**config.mk**
```make
export PLATFORM = sky130hd
export DESIGN_NAME = lcd_frame_clkgen
export DESIGN_NICKNAME = d
export VERILOG_FILES = /design/src/rtl/lcdfc_pkg.sv /design/src/rtl/lcdfc_cfg_reg.sv /design/src/rtl/lcdfc_src_div.sv /design/src/rtl/lcdfc_ref_div.sv /design/src/rtl/lcdfc_phase_ctr.sv /design/src/rtl/lcd_frame_clkgen.sv
export SDC_FILE = /design/constraint.sdc
export NUM_CORES = 1
export LEC_CHECK = 0
export BUFFER_PORTS_ARGS = -buffer_cell sky130_fd_sc_hd__buf_2
export CAP_MARGIN = 20
export CORE_MARGIN = 1.5
export CORE_UTILIZATION = 54
export CTS_CLUSTER_SIZE = 40
export DETAILED_ROUTE_END_ITERATION = 8
export PLACE_DENSITY_LB_ADDON = 0.2
export SETUP_SLACK_MARGIN = 0.1
export SKIP_CTS_REPAIR_TIMING = 1
export SLEW_MARGIN = 5
export SYNTH_ARGS = -nofsm -noshare
export SYNTH_HDL_FRONTEND = slang
export SYNTH_HIERARCHICAL = 1
export SYNTH_SLANG_ARGS = --single-unit
```
**constraint.sdc**
```tcl
create_clock -name clk -period 1.69 [get_ports clk]
set_input_delay 0.0845 -clock clk [delete_from_list [all_inputs] [get_ports clk]]
set_output_delay 0.0845 -clock clk [all_outputs]
set_load 0.02 [all_outputs]
```
**src/rtl/lcdfc_pkg.sv**
```systemverilog
package lcdfc_pkg;

  typedef enum logic [1:0] {
    DUTY_STATIC  = 2'b00,
    DUTY_THIRD   = 2'b01,
    DUTY_QUARTER = 2'b10,
    DUTY_RSVD    = 2'b11
  } duty_e;

  typedef struct packed {
    logic [1:0] src_sel;
    logic [1:0] ref_sel;
  } clkcfg_t;

  // index of the last common phase for a given duty
  function automatic logic [1:0] last_phase(input duty_e duty);
    case (duty)
      DUTY_THIRD:   last_phase = 2'd2;
      DUTY_QUARTER: last_phase = 2'd3;
      default:      last_phase = 2'd0;
    endcase
  endfunction

endpackage

```
**src/rtl/lcdfc_cfg_reg.sv**
```systemverilog
module lcdfc_cfg_reg
  import lcdfc_pkg::*;
#(
  parameter int unsigned          ADDR_W   = 16,
  parameter logic [ADDR_W-1:0]    REG_ADDR = 16'hFF91
) (
  input  logic              clk,
  input  logic              rst_n,
  input  logic              wr_en,
  input  logic [ADDR_W-1:0] wr_addr,
  input  logic [7:0]        wr_data,
  input  logic              lock,
  output clkcfg_t           cfg,
  output logic [7:0]        rdata,
  output logic              err
);

  localparam logic [7:0] WMASK = 8'h0F;

  logic [7:0] data_q, data_d;
  logic       err_q, err_d;
  logic       hit;

  assign hit = wr_en && (wr_addr == REG_ADDR);

  always_comb begin
    data_d = data_q;
    err_d  = err_q;
    if (hit) begin
      if (lock) err_d  = 1'b1;
      else      data_d = wr_data & WMASK;
    end
  end

  always_ff @(posedge clk or negedge rst_n) begin
    if (!rst_n) begin
      data_q <= 8'h00;
      err_q  <= 1'b0;
    end else begin
      data_q <= data_d;
      err_q  <= err_d;
    end
  end

  assign rdata = data_q;
  assign cfg   = clkcfg_t'(data_q[3:0]);
  assign err   = err_q;


  locked_hold_chk: assert property (@(posedge clk) disable iff (!rst_n)
    (hit && lock) |=> $stable(rdata));


  err_sticky_chk: assert property (@(posedge clk) disable iff (!rst_n)
    err |=> err);


  upper_zero_chk: assert property (@(posedge clk) disable iff (!rst_n)
    rdata[7:4] == 4'h0);

endmodule

```
**src/rtl/lcdfc_src_div.sv**
```systemverilog
module lcdfc_src_div #(
  parameter int unsigned BASE_LOG2 = 6
) (
  input  logic       clk,
  input  logic       rst_n,
  input  logic       run,
  input  logic [1:0] sel,
  input  logic       sub_tick,
  output logic       src_tick
);

  localparam int unsigned CW = BASE_LOG2 + 2;

  logic [CW-1:0] cnt_q, cnt_d;
  logic [3:0]    tap;

  assign tap[0] = sub_tick;

  generate
    for (genvar g = 1; g < 4; g++) begin : g_tap
      assign tap[g] = &cnt_q[BASE_LOG2+g-2:0];
    end
  endgenerate

  always_comb begin
    if (run) cnt_d = cnt_q + CW'(1);
    else     cnt_d = '0;
  end

  always_ff @(posedge clk or negedge rst_n) begin
    if (!rst_n) cnt_q <= '0;
    else        cnt_q <= cnt_d;
  end

  assign src_tick = run & tap[sel];


  prescale_gap_chk: assert property (@(posedge clk) disable iff (!rst_n)
    (src_tick && sel != 2'b00 && $stable(sel)) |=> !src_tick);

endmodule

```
**src/rtl/lcdfc_ref_div.sv**
```systemverilog
module lcdfc_ref_div #(
  parameter int unsigned BASE_LOG2 = 6
) (
  input  logic       clk,
  input  logic       rst_n,
  input  logic       run,
  input  logic       src_tick,
  input  logic [1:0] sel,
  output logic       ref_tick
);

  localparam int unsigned CW = BASE_LOG2 + 3;

  logic [CW-1:0] cnt_q, cnt_d;
  logic [3:0]    tap;

  generate
    for (genvar g = 0; g < 4; g++) begin : g_tap
      assign tap[g] = &cnt_q[BASE_LOG2+g-1:0];
    end
  endgenerate

  always_comb begin
    cnt_d = cnt_q;
    if (!run)          cnt_d = '0;
    else if (src_tick) cnt_d = cnt_q + CW'(1);
  end

  always_ff @(posedge clk or negedge rst_n) begin
    if (!rst_n) cnt_q <= '0;
    else        cnt_q <= cnt_d;
  end

  assign ref_tick = run & src_tick & tap[sel];


  ref_gap_chk: assert property (@(posedge clk) disable iff (!rst_n)
    ref_tick |=> !ref_tick);

endmodule

```
**src/rtl/lcdfc_phase_ctr.sv**
```systemverilog
module lcdfc_phase_ctr
  import lcdfc_pkg::*;
(
  input  logic       clk,
  input  logic       rst_n,
  input  logic       run,
  input  logic       ref_tick,
  input  duty_e      duty,
  output logic [1:0] com_idx,
  output logic       frame_pulse
);

  logic [1:0] idx_q, idx_d;
  logic       pulse_q, pulse_d;
  logic       at_last;

  assign at_last = (idx_q >= last_phase(duty));

  always_comb begin
    idx_d   = idx_q;
    pulse_d = 1'b0;
    if (!run) begin
      idx_d = 2'd0;
    end else if (ref_tick) begin
      idx_d   = at_last ? 2'd0 : idx_q + 2'd1;
      pulse_d = at_last;
    end
  end

  always_ff @(posedge clk or negedge rst_n) begin
    if (!rst_n) begin
      idx_q   <= 2'd0;
      pulse_q <= 1'b0;
    end else begin
      idx_q   <= idx_d;
      pulse_q <= pulse_d;
    end
  end

  assign com_idx     = idx_q;
  assign frame_pulse = pulse_q;


  pulse_at_zero_chk: assert property (@(posedge clk) disable iff (!rst_n)
    frame_pulse |-> (com_idx == 2'd0));


  pulse_single_chk: assert property (@(posedge clk) disable iff (!rst_n)
    frame_pulse |=> !frame_pulse);


  idle_clear_chk: assert property (@(posedge clk) disable iff (!rst_n)
    !run |=> (com_idx == 2'd0 && !frame_pulse));


  idx_step_chk: assert property (@(posedge clk) disable iff (!rst_n)
    (run && !ref_tick && $past(run)) |=> $stable(com_idx));

endmodule

```
**src/rtl/lcd_frame_clkgen.sv**
```systemverilog
module lcd_frame_clkgen
  import lcdfc_pkg::*;
#(
  parameter int unsigned       ADDR_W        = 16,
  parameter logic [ADDR_W-1:0] REG_ADDR      = 16'hFF91,
  parameter int unsigned       SRC_BASE_LOG2 = 6,
  parameter int unsigned       REF_BASE_LOG2 = 6
) (
  input  logic              clk,
  input  logic              rst_n,
  input  logic              bus_wr,
  input  logic [ADDR_W-1:0] bus_addr,
  input  logic [7:0]        bus_wdata,
  output logic [7:0]        bus_rdata,
  input  logic              sub_tick,
  input  logic              disp_on,
  input  logic              drive_en,
  input  logic              boost_en,
  input  logic [1:0]        duty_sel,
  output logic [1:0]        com_idx,
  output logic              frame_pulse,
  output logic              cfg_err
);

  logic [1:0] rst_sync_q;
  logic       rst_int_n;
  clkcfg_t    cfg;
  logic       lock;
  logic       src_tick;
  logic       ref_tick;

  // asynchronous assert, synchronous release
  always_ff @(posedge clk or negedge rst_n) begin
    if (!rst_n) rst_sync_q <= 2'b00;
    else        rst_sync_q <= {rst_sync_q[0], 1'b1};
  end
  assign rst_int_n = rst_sync_q[1];

  assign lock = disp_on | drive_en | boost_en;

  lcdfc_cfg_reg #(
    .ADDR_W   (ADDR_W),
    .REG_ADDR (REG_ADDR)
  ) u_cfg (
    .clk     (clk),
    .rst_n   (rst_int_n),
    .wr_en   (bus_wr),
    .wr_addr (bus_addr),
    .wr_data (bus_wdata),
    .lock    (lock),
    .cfg     (cfg),
    .rdata   (bus_rdata),
    .err     (cfg_err)
  );

  lcdfc_src_div #(.BASE_LOG2(SRC_BASE_LOG2)) u_src (
    .clk      (clk),
    .rst_n    (rst_int_n),
    .run      (disp_on),
    .sel      (cfg.src_sel),
    .sub_tick (sub_tick),
    .src_tick (src_tick)
  );

  lcdfc_ref_div #(.BASE_LOG2(REF_BASE_LOG2)) u_ref (
    .clk      (clk),
    .rst_n    (rst_int_n),
    .run      (disp_on),
    .src_tick (src_tick),
    .sel      (cfg.ref_sel),
    .ref_tick (ref_tick)
  );

  lcdfc_phase_ctr u_phase (
    .clk         (clk),
    .rst_n       (rst_int_n),
    .run         (disp_on),
    .ref_tick    (ref_tick),
    .duty        (duty_e'(duty_sel)),
    .com_idx     (com_idx),
    .frame_pulse (frame_pulse)
  );

endmodule

```
==> impl_metrics.ini <==
[clock_network]
cts_buffers = 3
cts_tree = yes
cts-root-buf = clkbuf_4
htreeDepth = 1
cts_buffer_depth = 2
clock-sinks = 27
clk_pin_slew_worst_paths_ps = 140
clock_latency_ps = 320

[logic_synthesis]
ys_ff_latch = 27
synth.avg_cell_area_um2 = 10.4
ys_types = 40
syn-cell-area_mm2 = 0.00145
synthCells = 140
yosysSeqAreaShare = 0.466
yosys_warnings = 6

[final_layout]
layout_common_cells = buf_2, buf_4, dfrtp_1
area_growth_pct = 40.1
layout_commonest_cell = buf_2
post-route-util = 0.813
stdcell_area_mm2 = 0.00203
nets = 249
antenna_cells = 0
drive_above_1_share = 0.426

[global_route]
gr-total-overflow = 0
grt_start_max_net_pins = 26
grt_pass1_wl_um = 4910
grt_pass1_vias = 1238
grt.total_usage = 0.225
grt_util_met1 = 0.250
top_usage_layer = met2
grtUsageMet2 = 0.427
grt_util_met3 = 0.0492
antenna_found_initial = 0

[detailed_routing]
vias_per_cell = 5.15
drt-initial-drc-count = 10
drc_errors = 0
ant_nets = 0
wl_per_cell_um = 13.3
drt_first_pass_iters = 4
dr_total_vias = 1231
wl_um = 3170

[worst_setup_path]
r2r_cells = 9
slowest_stage = dfrtp_1
cpLargestDelayFamily = compound AO/OA/AOI/OAI gates
r2r-end = u_phase/com_idx[1]
crit_buf_inv = 0
worstPathMaxFanout = 6
reg2reg_setup_slack_ps = -290
cp.required_ps = 1940
start_kind = flip-flop
rr_startpoint = u_src/cnt_q[1]
critical_path_class = flip-flop to flip-flop
path_cells = ha_4 -> nand3_4 -> nor4b_4 -> o31a_1 -> nand2_4 -> a221oi_4 -> and3b_1 -> o21ai_1 -> a21oi_1
worst_setup_path_end_kind = flip-flop
critical-path-max-stage-delay_ps = 420
arrival_ps = 2230

[floorplanning]
core_area_mm2 = 0.00250
rows = 18
chipHeight_um = 54.8
ios = 45
initial_core_util = 0.580
die-area_mm2 = 0.00301
die_x_um = 54.8

[timing]
rsz0062_at_grt = true
final.setup.worst_slack_ps = -292
min_period_ps = 1980
fin_worst_skew_ps = 9.85
hold_ws_ps = 57.4
hold_violations = 0
slew_violations = 0
fin_crit_sh = 1.17
setup_violations = 12
fmax_mhz = 504

[pwr]
p_leak_nw = 1.01
peakVddDrop_mv = 0.553
clockPowerShare = 0.248
power.density_mw_per_mm2 = 538
p_comb_frac = 0.143
p_int_uw = 827
p_sw_frac = 0.244
p_switching_uw = 267
seq_power_share = 0.609

[place]
place_hpwl_um = 2390
dpl_cell_area_mm2 = 0.00188
pre_cts_slack_ps = -289
io_buffers = 36
gp_congestion = 0.813

[status]
outcome = finished with violations
violations = negative setup slack

[worst_hold_path]
min_path_type = input port to asynchronous set/reset pin

[flow_run]
drv_cap = 0
cell usage after synthesis:
library cell   n  area [um^2]
a2111oi_2      1         15.0
a21boi_0       1         7.51
a21o_1         2         15.0
a21oi_1        6         30.0
a221oi_1       1         8.76
and2_1         1         6.26
and3_1         2         12.5
and3b_1        2         17.5
buf_4          9         67.6
conb_1         2         7.51
dfrtp_1       27          676
ha_1           6         75.1
inv_1          6         22.5
mux2_2         4         45.0
mux2i_1        3         30.0
nand2_1       10         37.5
nand2_2        1         6.26
nand2b_1       3         18.8
nand3_1        6         30.0
nand3b_1       2         15.0
nand4_1        4         25.0
nand4_2        1         12.5
nor2_1        12         45.0
nor3_1         1         5.00
nor3b_1        1         7.51
nor4_4         1         21.3
nor4b_1        1         8.76
nor4bb_1       1         10.0
o2111ai_1      1         8.76
o21ai_0        4         20.0
o21ai_1        1         5.00
o22ai_1        1         6.26
o31a_1         1         8.76
o31ai_1        1         7.51
or3_1          4         25.0
or3_2          1         7.51
or4_1          1         7.51
or4b_4         1         13.8
xnor2_1        2         17.5
xor2_1         5         43.8
cells by family (layout without fill, tap and decap cells):
| kind of cell | Yosys count | after routing | synth area share |
|---|---|---|---|
| buffers and inverters | 15 | 81 | 0.0621 |
| multiplexers | 7 | 7 | 0.0518 |
| flip-flops | 27 | 27 | 0.466 |
| AO/OA/AOI/OAI | 20 | 20 | 0.0915 |
| other | 2 | 5 | 0.00518 |
| adder cells (fa/ha/maj) | 6 | 6 | 0.0518 |
| XOR/XNOR | 7 | 7 | 0.0423 |
| AND/OR/NAND/NOR | 56 | 56 | 0.230 |
power groups by stage:
| stage | clock network [mW] | registers (mW) | logic (mW) |
|---|---|---|---|
| after floorplan | 0 | 0.690 | 0.0605 |
| after global placement | 0 | 0.677 | 0.128 |
| after detailed placement | 0 | 0.679 | 0.135 |
| after CTS | 0.288 | 0.666 | 0.136 |
| after global routing | 0.317 | 0.667 | 0.176 |
| final | 0.271 | 0.666 | 0.157 |
cell type report:
type                       count  area (um^2)
timing repair buffer          71          467
clock inverter                 1         5.00
fill                         152          468
multi-input combinational    101          802
clock buffer                   3         22.5
inverter                       6         22.5
tap                           30         37.5
sequential                    27          676
sequential cells by signal, indices dropped and copies added (netlist names):
name	count
u_ref/cnt_q	9
u_src/cnt_q	8
u_cfg/rdata	4
rst_sync_q	2
u_phase/com_idx	2
u_cfg/err	1
u_phase/frame_pulse	1
how the worst max path moves through the flow:
stage	start	end	slack [ps]	cells after the start
6_report	u_src/cnt_q[1]	u_phase/com_idx[1]	-290	9
5_1_grt	u_src/cnt_q[0]	u_phase/com_idx[1]	-430	9
4_1_cts	u_src/cnt_q[1]	u_phase/com_idx[1]	-330	9
3_5_place_dp	u_src/cnt_q[1]	u_phase/com_idx[1]	-290	9
3_3_place_gp	u_src/cnt_q[1]	u_phase/com_idx[1]	-190	9
2_1_floorplan	u_src/cnt_q[0]	u_phase/com_idx[1]	-210	10
per-layer routing:
metal / routed length, um / vias up
li1: - / 619
met1: 1370 / 592
met2: 1720 / 18
met3: 73 / 2
met4: 10 / 0
met5: 0 / -
stage by stage:
step	instances	setup TNS (ps)	power, mW
global route	239	-3550	1.16
global placement	225	-874	0.805
CTS	229	-2070	1.09
floorplan	143	-610	0.750
finish	239	-2210	1.09
detailed placement	225	-1680	0.814
Power figures use the tool's default switching activity.
